$ cat config.mk
export PLATFORM = sky130hd
export DESIGN_NAME = des_round_pipe
export DESIGN_NICKNAME = d
export VERILOG_FILES = /design/src/rtl/des_round_pkg.sv /design/src/rtl/des_round_mix.sv /design/src/rtl/des_round_subst.sv /design/src/rtl/des_round_merge.sv /design/src/rtl/des_round_pipe.sv
export SDC_FILE = /design/constraint.sdc
export NUM_CORES = 1
export LEC_CHECK = 0
export ABC_AREA = 1
export CORE_ASPECT_RATIO = 1.25
export CORE_MARGIN = 4
export CORE_UTILIZATION = 30
export CTS_BUF_LIST = sky130_fd_sc_hd__clkbuf_4 sky130_fd_sc_hd__clkbuf_8
export CTS_CLUSTER_SIZE = 8
export DETAILED_ROUTE_END_ITERATION = 8
export REMOVE_ABC_BUFFERS = 1
export SYNTH_ARGS = -nofsm -noshare
export SYNTH_HDL_FRONTEND = slang
export SYNTH_HIERARCHICAL = 1
export SYNTH_SLANG_ARGS = --single-unit
$ cat constraint.sdc
create_clock -name clk -period 1.6 [get_ports clk]
set_input_delay 0.48 -clock clk [delete_from_list [all_inputs] [get_ports clk]]
set_output_delay 0.48 -clock clk [all_outputs]
set_load 0.1 [all_outputs]
$ cat src/rtl/des_round_pkg.sv
// Package: shared widths and constant tables for the DES round pipeline.
// Assumes DES bit numbering where bit 1 is the most significant bit.
package des_round_pkg;
    localparam int HALF_W  = 32;
    localparam int NUM_BOX = 8;
    localparam int GRP_W   = 6;
    localparam int NIB_W   = 4;
    localparam int COLS    = 16;
    localparam int ROW_W   = COLS * NIB_W;
    localparam int KEY_W   = NUM_BOX * GRP_W;

    // Source index (0-based from MSB) of expansion output position pos.
    function automatic int exp_src(input int pos);
        int grp;
        int k;
        grp = pos / GRP_W;
        k   = pos % GRP_W;
        return (NIB_W * grp + k + HALF_W - 1) % HALF_W;
    endfunction

    // Source bit (1-based) feeding output bit i (1-based) of the P permutation.
    function automatic int perm_src(input int i);
        case (i)
            1: return 16;  2: return 7;   3: return 20;  4: return 21;
            5: return 29;  6: return 12;  7: return 28;  8: return 17;
            9: return 1;   10: return 15; 11: return 23; 12: return 26;
            13: return 5;  14: return 18; 15: return 31; 16: return 10;
            17: return 2;  18: return 8;  19: return 24; 20: return 14;
            21: return 32; 22: return 27; 23: return 3;  24: return 9;
            25: return 19; 26: return 13; 27: return 30; 28: return 6;
            29: return 22; 30: return 11; 31: return 4;  default: return 25;
        endcase
    endfunction

    // One row of a substitution box, column 0 in the top nibble.
    function automatic logic [ROW_W-1:0] sbox_row(input int box, input logic [1:0] row);
        case ({box[2:0], row})
            5'b000_00: return 64'hE4D12FB83A6C5907;
            5'b000_01: return 64'h0F74E2D1A6CB9538;
            5'b000_10: return 64'h41E8D62BFC973A50;
            5'b000_11: return 64'hFC8249175B3EA06D;
            5'b001_00: return 64'hF18E6B34972DC05A;
            5'b001_01: return 64'h3D47F28EC01A69B5;
            5'b001_10: return 64'h0E7BA4D158C6932F;
            5'b001_11: return 64'hD8A13F42B67C05E9;
            5'b010_00: return 64'hA09E63F51DC7B428;
            5'b010_01: return 64'hD709346A285ECBF1;
            5'b010_10: return 64'hD6498F30B12C5AE7;
            5'b010_11: return 64'h1AD069874FE3B52C;
            5'b011_00: return 64'h7DE3069A1285BC4F;
            5'b011_01: return 64'hD8B56F03472C1AE9;
            5'b011_10: return 64'hA690CB7DF13E5284;
            5'b011_11: return 64'h3F06A1D8945BC72E;
            5'b100_00: return 64'h2C417AB6853FD0E9;
            5'b100_01: return 64'hEB2C47D150FA3986;
            5'b100_10: return 64'h421BAD78F9C5630E;
            5'b100_11: return 64'hB8C71E2D6F09A453;
            5'b101_00: return 64'hC1AF92680D34E75B;
            5'b101_01: return 64'hAF427C9561DE0B38;
            5'b101_10: return 64'h9EF528C3704A1DB6;
            5'b101_11: return 64'h432C95FABE17608D;
            5'b110_00: return 64'h4B2EF08D3C975A61;
            5'b110_01: return 64'hD0B7491AE35C2F86;
            5'b110_10: return 64'h14BDC37EAF680592;
            5'b110_11: return 64'h6BD814A7950FE23C;
            5'b111_00: return 64'hD2846FB1A93E50C7;
            5'b111_01: return 64'h1FD8A374C56B0E92;
            5'b111_10: return 64'h7B419CE206ADF358;
            default:   return 64'h21E74A8DFC90356B;
        endcase
    endfunction
endpackage

$ cat src/rtl/des_round_mix.sv
// Stage 1: expands the right half to key width and XORs in the round key.
// Carries valid and both halves. Assumes synchronous active-low reset.
module des_round_mix
    import des_round_pkg::*;
(
    input  logic              clk,
    input  logic              rst_n,
    input  logic              in_valid,
    input  logic [HALF_W-1:0] in_left,
    input  logic [HALF_W-1:0] in_right,
    input  logic [KEY_W-1:0]  in_key,
    output logic              mix_valid,
    output logic [HALF_W-1:0] mix_left,
    output logic [HALF_W-1:0] mix_right,
    output logic [KEY_W-1:0]  mix_bits
);
    logic [KEY_W-1:0] expanded;

    // Wire the expansion from the computed source map.
    for (genvar p = 0; p < KEY_W; p++) begin : g_exp
        assign expanded[KEY_W-1-p] = in_right[HALF_W-1-exp_src(p)];
    end

    // Register the keyed expansion and the carried halves.
    always_ff @(posedge clk) begin
        if (!rst_n) begin
            mix_valid <= 1'b0;
            mix_left  <= '0;
            mix_right <= '0;
            mix_bits  <= '0;
        end else begin
            mix_valid <= in_valid;
            mix_left  <= in_left;
            mix_right <= in_right;
            mix_bits  <= expanded ^ in_key;
        end
    end
endmodule

$ cat src/rtl/des_round_subst.sv
// Stages 2 and 3: two-cycle substitution. First each group picks a box row
// from its outer bits, then the inner bits pick the nibble from that row.
module des_round_subst
    import des_round_pkg::*;
(
    input  logic              clk,
    input  logic              rst_n,
    input  logic              mix_valid,
    input  logic [HALF_W-1:0] mix_left,
    input  logic [HALF_W-1:0] mix_right,
    input  logic [KEY_W-1:0]  mix_bits,
    output logic              sub_valid,
    output logic [HALF_W-1:0] sub_left,
    output logic [HALF_W-1:0] sub_right,
    output logic [HALF_W-1:0] sub_bits
);
    logic [NUM_BOX-1:0][ROW_W-1:0] row_q;
    logic [NUM_BOX-1:0][NIB_W-1:0] col_q;
    logic [NUM_BOX-1:0][ROW_W-1:0] row_d;
    logic [HALF_W-1:0]             nib_d;
    logic              mid_valid;
    logic [HALF_W-1:0] mid_left;
    logic [HALF_W-1:0] mid_right;

    for (genvar b = 0; b < NUM_BOX; b++) begin : g_box
        logic [GRP_W-1:0] grp;
        logic [ROW_W-1:0] shifted;
        assign grp      = mix_bits[KEY_W-1-b*GRP_W -: GRP_W];
        assign row_d[b] = sbox_row(b, {grp[GRP_W-1], grp[0]});
        assign shifted  = row_q[b] >> (ROW_W - NIB_W - NIB_W * int'(col_q[b]));
        assign nib_d[HALF_W-1-b*NIB_W -: NIB_W] = shifted[NIB_W-1:0];

        // Row selection register with the column index held beside it.
        always_ff @(posedge clk) begin
            if (!rst_n) begin
                row_q[b] <= '0;
                col_q[b] <= '0;
            end else begin
                row_q[b] <= row_d[b];
                col_q[b] <= grp[GRP_W-2:1];
            end
        end
    end

    // Carry valid and halves through the middle stage.
    always_ff @(posedge clk) begin
        if (!rst_n) begin
            mid_valid <= 1'b0;
            mid_left  <= '0;
            mid_right <= '0;
        end else begin
            mid_valid <= mix_valid;
            mid_left  <= mix_left;
            mid_right <= mix_right;
        end
    end

    // Register the column-selected nibbles with the carried halves.
    always_ff @(posedge clk) begin
        if (!rst_n) begin
            sub_valid <= 1'b0;
            sub_left  <= '0;
            sub_right <= '0;
            sub_bits  <= '0;
        end else begin
            sub_valid <= mid_valid;
            sub_left  <= mid_left;
            sub_right <= mid_right;
            sub_bits  <= nib_d;
        end
    end
endmodule

$ cat src/rtl/des_round_merge.sv
// Stage 4: permutes the substitution output and folds it into the left half.
// The old right half becomes the new left half.
module des_round_merge
    import des_round_pkg::*;
(
    input  logic              clk,
    input  logic              rst_n,
    input  logic              sub_valid,
    input  logic [HALF_W-1:0] sub_left,
    input  logic [HALF_W-1:0] sub_right,
    input  logic [HALF_W-1:0] sub_bits,
    output logic              out_valid,
    output logic [HALF_W-1:0] out_left,
    output logic [HALF_W-1:0] out_right
);
    logic [HALF_W-1:0] permuted;

    // Wire the P permutation from its table.
    for (genvar i = 1; i <= HALF_W; i++) begin : g_perm
        assign permuted[HALF_W-i] = sub_bits[HALF_W-perm_src(i)];
    end

    // Register the new halves.
    always_ff @(posedge clk) begin
        if (!rst_n) begin
            out_valid <= 1'b0;
            out_left  <= '0;
            out_right <= '0;
        end else begin
            out_valid <= sub_valid;
            out_left  <= sub_right;
            out_right <= sub_left ^ permuted;
        end
    end
endmodule

$ cat src/rtl/des_round_pipe.sv
// Top: one DES round per cycle, four-cycle fixed latency, valid carried along.
// Assumes the key schedule is supplied externally, one key per item.
module des_round_pipe
    import des_round_pkg::*;
(
    input  logic              clk,
    input  logic              rst_n,
    input  logic              in_valid,
    input  logic [31:0]       in_left,
    input  logic [31:0]       in_right,
    input  logic [47:0]       in_key,
    output logic              out_valid,
    output logic [31:0]       out_left,
    output logic [31:0]       out_right
);
    localparam int LAT = 4;

    logic              mix_valid, sub_valid;
    logic [HALF_W-1:0] mix_left, mix_right, sub_left, sub_right, sub_bits;
    logic [KEY_W-1:0]  mix_bits;

    des_round_mix u_mix (
        .clk(clk), .rst_n(rst_n), .in_valid(in_valid), .in_left(in_left),
        .in_right(in_right), .in_key(in_key), .mix_valid(mix_valid),
        .mix_left(mix_left), .mix_right(mix_right), .mix_bits(mix_bits)
    );

    des_round_subst u_subst (
        .clk(clk), .rst_n(rst_n), .mix_valid(mix_valid), .mix_left(mix_left),
        .mix_right(mix_right), .mix_bits(mix_bits), .sub_valid(sub_valid),
        .sub_left(sub_left), .sub_right(sub_right), .sub_bits(sub_bits)
    );

    des_round_merge u_merge (
        .clk(clk), .rst_n(rst_n), .sub_valid(sub_valid), .sub_left(sub_left),
        .sub_right(sub_right), .sub_bits(sub_bits), .out_valid(out_valid),
        .out_left(out_left), .out_right(out_right)
    );

    // Edges since reset release, saturating; guards the history-based checks.
    logic [3:0] since_rst;
    always_ff @(posedge clk) begin
        if (!rst_n)                 since_rst <= '0;
        else if (since_rst != 4'hF) since_rst <= since_rst + 4'd1;
    end

    assert_reset_clear_R1: assert property (@(posedge clk) disable iff (!rst_n)
        (since_rst == 4'd0) |-> (!out_valid && out_left == '0 && out_right == '0));

    assert_latency_R2: assert property (@(posedge clk) disable iff (!rst_n)
        (since_rst >= 4'(LAT)) |-> (out_valid == $past(in_valid, 4)));

    assert_left_pass_R3: assert property (@(posedge clk) disable iff (!rst_n)
        (since_rst >= 4'(LAT) && out_valid) |-> (out_left == $past(in_right, 4)));

    assert_back_to_back_R5: assert property (@(posedge clk) disable iff (!rst_n)
        (since_rst >= 4'd1 && in_valid && $past(in_valid)) |-> ##4 (out_valid && $past(out_valid)));

    assert_bubble_R7: assert property (@(posedge clk) disable iff (!rst_n)
        (!in_valid) |-> ##4 (!out_valid));
endmodule

### Word-level counts from Yosys, hierarchy flattened

Index checks and enable logic that the tools add are counted.

* input bits: 115
* output and inout bits: 65
* word-level logic and storage cells: 87
* flip-flop bits (word level): 884

* reductions and logical operators: 8
* multiplexer cells: 8
* $add $sub $neg: 8
* bitwise gates (word level): 2
* shift operators: 8
* equality and inequality tests: 23

Operators with widths (count)
* 64-bit case mux with 4 select lines: 7
* 64-bit by 32-bit right shift with 4-bit output: 8
* 64-bit case mux with 3 select lines: 1
* 6-bit by 6-bit subtractor with 7-bit output (first input constant): 8
* 48-bit bitwise XOR: 1
* 32-bit bitwise XOR: 1
* 2-bit == test (second input constant): 15
* 2-bit by 1-bit == test with 1-bit output (second input constant): 8
* 2-bit logical NOT: 8

### Logic depth before layout (Yosys ltp)

* depth after elaboration: 2
* depth in mapped cells: 11
* depth with buffers taken out: 9

### Modules after synthesis

The synthesis kept the hierarchy.

By module, submodules not included
* des_round_subst: area each 12695.9 sq um, seq. area each 6105.9 sq um, times used 1, cells an instance 1733
* des_round_mix: area each 3582.2 sq um, seq. area each 2262.2 sq um, times used 1, cells an instance 448
* des_round_merge: area each 2087.0 sq um, seq. area each 1301.2 sq um, times used 1, cells an instance 266

### Least setup slack after synthesis

Ideal clock, no wire load.

* path kind: reg2out
* from: register u_merge.out_left[0]
* to: output out_left[0]
* required time: 1.120 ns
* data arrival time: 0.909 ns
* buffers on the path: 0
* setup slack: 0.211 ns
* cell stages (with the launch flop): 1
* cells stage by stage: dfxtp_1

RTL lines
* start: declaration: RTL line des_round_merge.sv:13 `output logic [HALF_W-1:0] out_left,`
* start signal: assignment: RTL line des_round_merge.sv:31 `out_left <= sub_right;`
* end: declaration: RTL line des_round_pipe.sv:13 `output logic [31:0] out_left,`

No word-level cell between the ends.

### Final worst setup path

* from: register u_merge.out_right[5]
* to: output out_right[5]

RTL lines
* start: declaration: RTL line des_round_merge.sv:14 `output logic [HALF_W-1:0] out_right`
* start signal: assignment: RTL line des_round_merge.sv:32 `out_right <= sub_left ^ permuted;`
* end: declaration: RTL line des_round_pipe.sv:14 `output logic [31:0] out_right`

No word-level cell between the ends.

==> qor.yml <==
finalCriticalPeriod_ns: 1.66
peakVddDrop_mv: 0.548
path_cells: "buf_12"
final_common_cell: "nand2_1"
worst_slew_pin_slew_ns: 0.405
worstSetupStartpointType: "flop"
finalClockSkew_ns: 0.0179
syn_to_final_growth_pct: 27.2
ys_seq_area_share_pct: 52.7
finalNetCount: 2830
boundaryPins: 180
min_path_type: "in -> reg"
crit_type: "reg -> out"
clock_sinks: 483
drtAntennaViolNets: 0
cellLeakagePower_nw: 12.4
power_mw: 27.2
drt-total-wl_mm: 39.1
powerDensity_nw_per_um2: 1160
clk_latency_ns: 0.63
path_clk_slew_ns: 0.05
grt_setup_unrepaired: "true"
maxCapViolations: 0
violations: "setup timing"
avgRoutedWirePerCell_um: 11.2
fill_cells: 6208
vias: 14600
syn_area_um2: 18400
cts_inserted_buffers: 79
cts_max_level: 3
path_buf_inv: 1
post_cts_buffers: 0
grt_max_degree: 57
die_w_um: 229
ys.warnings.count: 6
design.core.area_um2: 60700
status: "complete, but fails checks"
finalMaxSlewViolations: 0
finalCritPeriodShare_pct: 104
critPathTopFamily: "flip-flops"
rows: 101
grt_usage_pct: 11.8
setup_viol: 64
ys_top_cells_by_area: "dfxtp_1, nand2_1, nand3_1, inv_1, nor2_1"
cpPeakStageDelay_ns: 0.37
die_h_um: 285
place_congestion: 0.892
viasPerCell: 4.20
antenna_found_initial: 1
slew_headroom_pct: 73.0
final_core_util_pct: 38.5
netlist_instances: 2447
grt_pass1_wl_mm: 64.8
arrival_ns: 1.18
grt_pass1_vias: 13800
cts-root-buf: "clkbuf_8"
grt-ovfl-total: 0
cp.required_ns: 1.12
remaining_drc_errors: 0
timing.fmax_mhz: 602
die-area_um2: 65300
portBuffers: 179
crit_path_top_delay_cell: "dfxtp_4"
final_cell_mix: "nand2_1, dfxtp_1, inv_1, nand3_1, nor2_1"
synth_top_area_cell: "dfxtp_1"
final-hold-violation-count: 0
dr.pass1.iters: 6
cts_buffer_depth: 3
yosysTopAreaCellShare_pct: 52.7
syn_avg_cell_area_um2: 7.51
synth_seq_cells: 483
dp_hpwl_mm: 27.3
crit_fanout: 1
fin_ws_ns: -0.0611
ys_types: 26
cts_tree: "done"
place_ws_ns: 0.153
drive_gt1_share_pct: 12.4
drt_iter0_markers: 880
initial_core_util_pct: 30.3
end_kind: "output pin"
[state kept, by name, summed over array words and instances, names as in the netlist]
signal,flops
u_subst/row_q,111
u_mix/mix_bits,48
u_merge/out_left,32
u_merge/out_right,32
u_mix/mix_left,32
u_mix/mix_right,32
u_subst/col_q,32
u_subst/mid_left,32
u_subst/mid_right,32
u_subst/sub_bits,32
u_subst/sub_left,32
u_subst/sub_right,32
u_merge/out_valid,1
u_mix/mix_valid,1
u_subst/mid_valid,1
u_subst/sub_valid,1
[path summary, 6_finish.rpt]
path / start / end / slack (ns) / depth (start not counted)
setup / recovery: u_merge/out_right[5] / out_right[5] / -0.06 / 1
hold / removal: rst_n / u_subst/sub_left[11] / 0.20 / 3
hold reg to reg: u_subst/mid_right[9] / u_subst/sub_right[9] / 0.40 / 2
setup reg to reg: u_subst/col_q[21] / u_subst/sub_bits[10] / 0.28 / 8
[timing repair]
| item | 4_1_cts | 5_1_grt |
|---|---|---|
| resized for setup | 67 | 0 |
| gates cloned | 0 | 0 |
| endpoints found under the setup margin | 65 | 65 |
| hold buffers | 0 | 0 |
[cells in the mapped netlist, drive strengths merged]
cell type / n
nand4: 3
nand2: 831
nand3: 306
nor2: 247
ha: 56
a31oi: 13
and3: 1
a21boi: 1
dfxtp: 483
buf: 88
clkbuf: 10
inv: 355
o21a: 1
o211ai: 1
a21oi: 38
o21ai: 10
clkinv: 3
[power by group]
| part | leakage (nW) | total (mW) | switching, mW | internal [mW] |
|---|---|---|---|---|
| registers | 4.02 | 13.1 | 0.385 | 12.7 |
| clock network | 0.861 | 10.9 | 4.61 | 6.32 |
| logic | 7.52 | 3.14 | 1.87 | 1.27 |
| total | 12.4 | 27.2 | 6.86 | 20.3 |
[cells by family (layout without fill, tap and decap cells)]
group	after synthesis	in the layout	share of synthesized area (%)
buf+inv	456	715	10.9
simple gates	1388	1388	30.7
flops	483	483	52.7
compound gates	64	64	1.91
fa+ha+maj	56	56	3.82
other cells	0	1	0
[per-layer routing]
metal / GRT usage (%) / wire, µm
met1: 13.8 / 16900
met2: 20.4 / 18900
met3: 2.80 / 2240
met4: 5.60 / 1160
met5: 0 / 0
[layout make-up]
| type | count | area [µm²] | share of cell area (%) |
|---|---|---|---|
| Antenna cell | 1 | 2.50 | 0.0107 |
| Clock buffer | 118 | 1520 | 6.50 |
| Clock inverter | 10 | 106 | 0.455 |
| Inverter | 358 | 1350 | 5.76 |
| Multi-Input combinational cell | 1508 | 6690 | 28.6 |
| Sequential cell | 483 | 9760 | 41.8 |
| Tap cell | 772 | 966 | 4.13 |
| Timing Repair Buffer | 229 | 2990 | 12.8 |
[through the flow]
stage / cell area (µm²) / hold WS, ns / instances / TNS, ns
2_1_floorplan: 17700 / 0.386 / 2349 / 0
6_report: 23400 / 0.198 / 3479 / -1.12
5_1_grt: 23400 / 0.162 / 3479 / -6.30
4_1_cts: 23400 / 0.120 / 3478 / -6.94
3_3_place_gp: 21700 / 0.389 / 3350 / 0
3_5_place_dp: 21700 / 0.395 / 3350 / 0
Power figures use the tool's default switching activity.
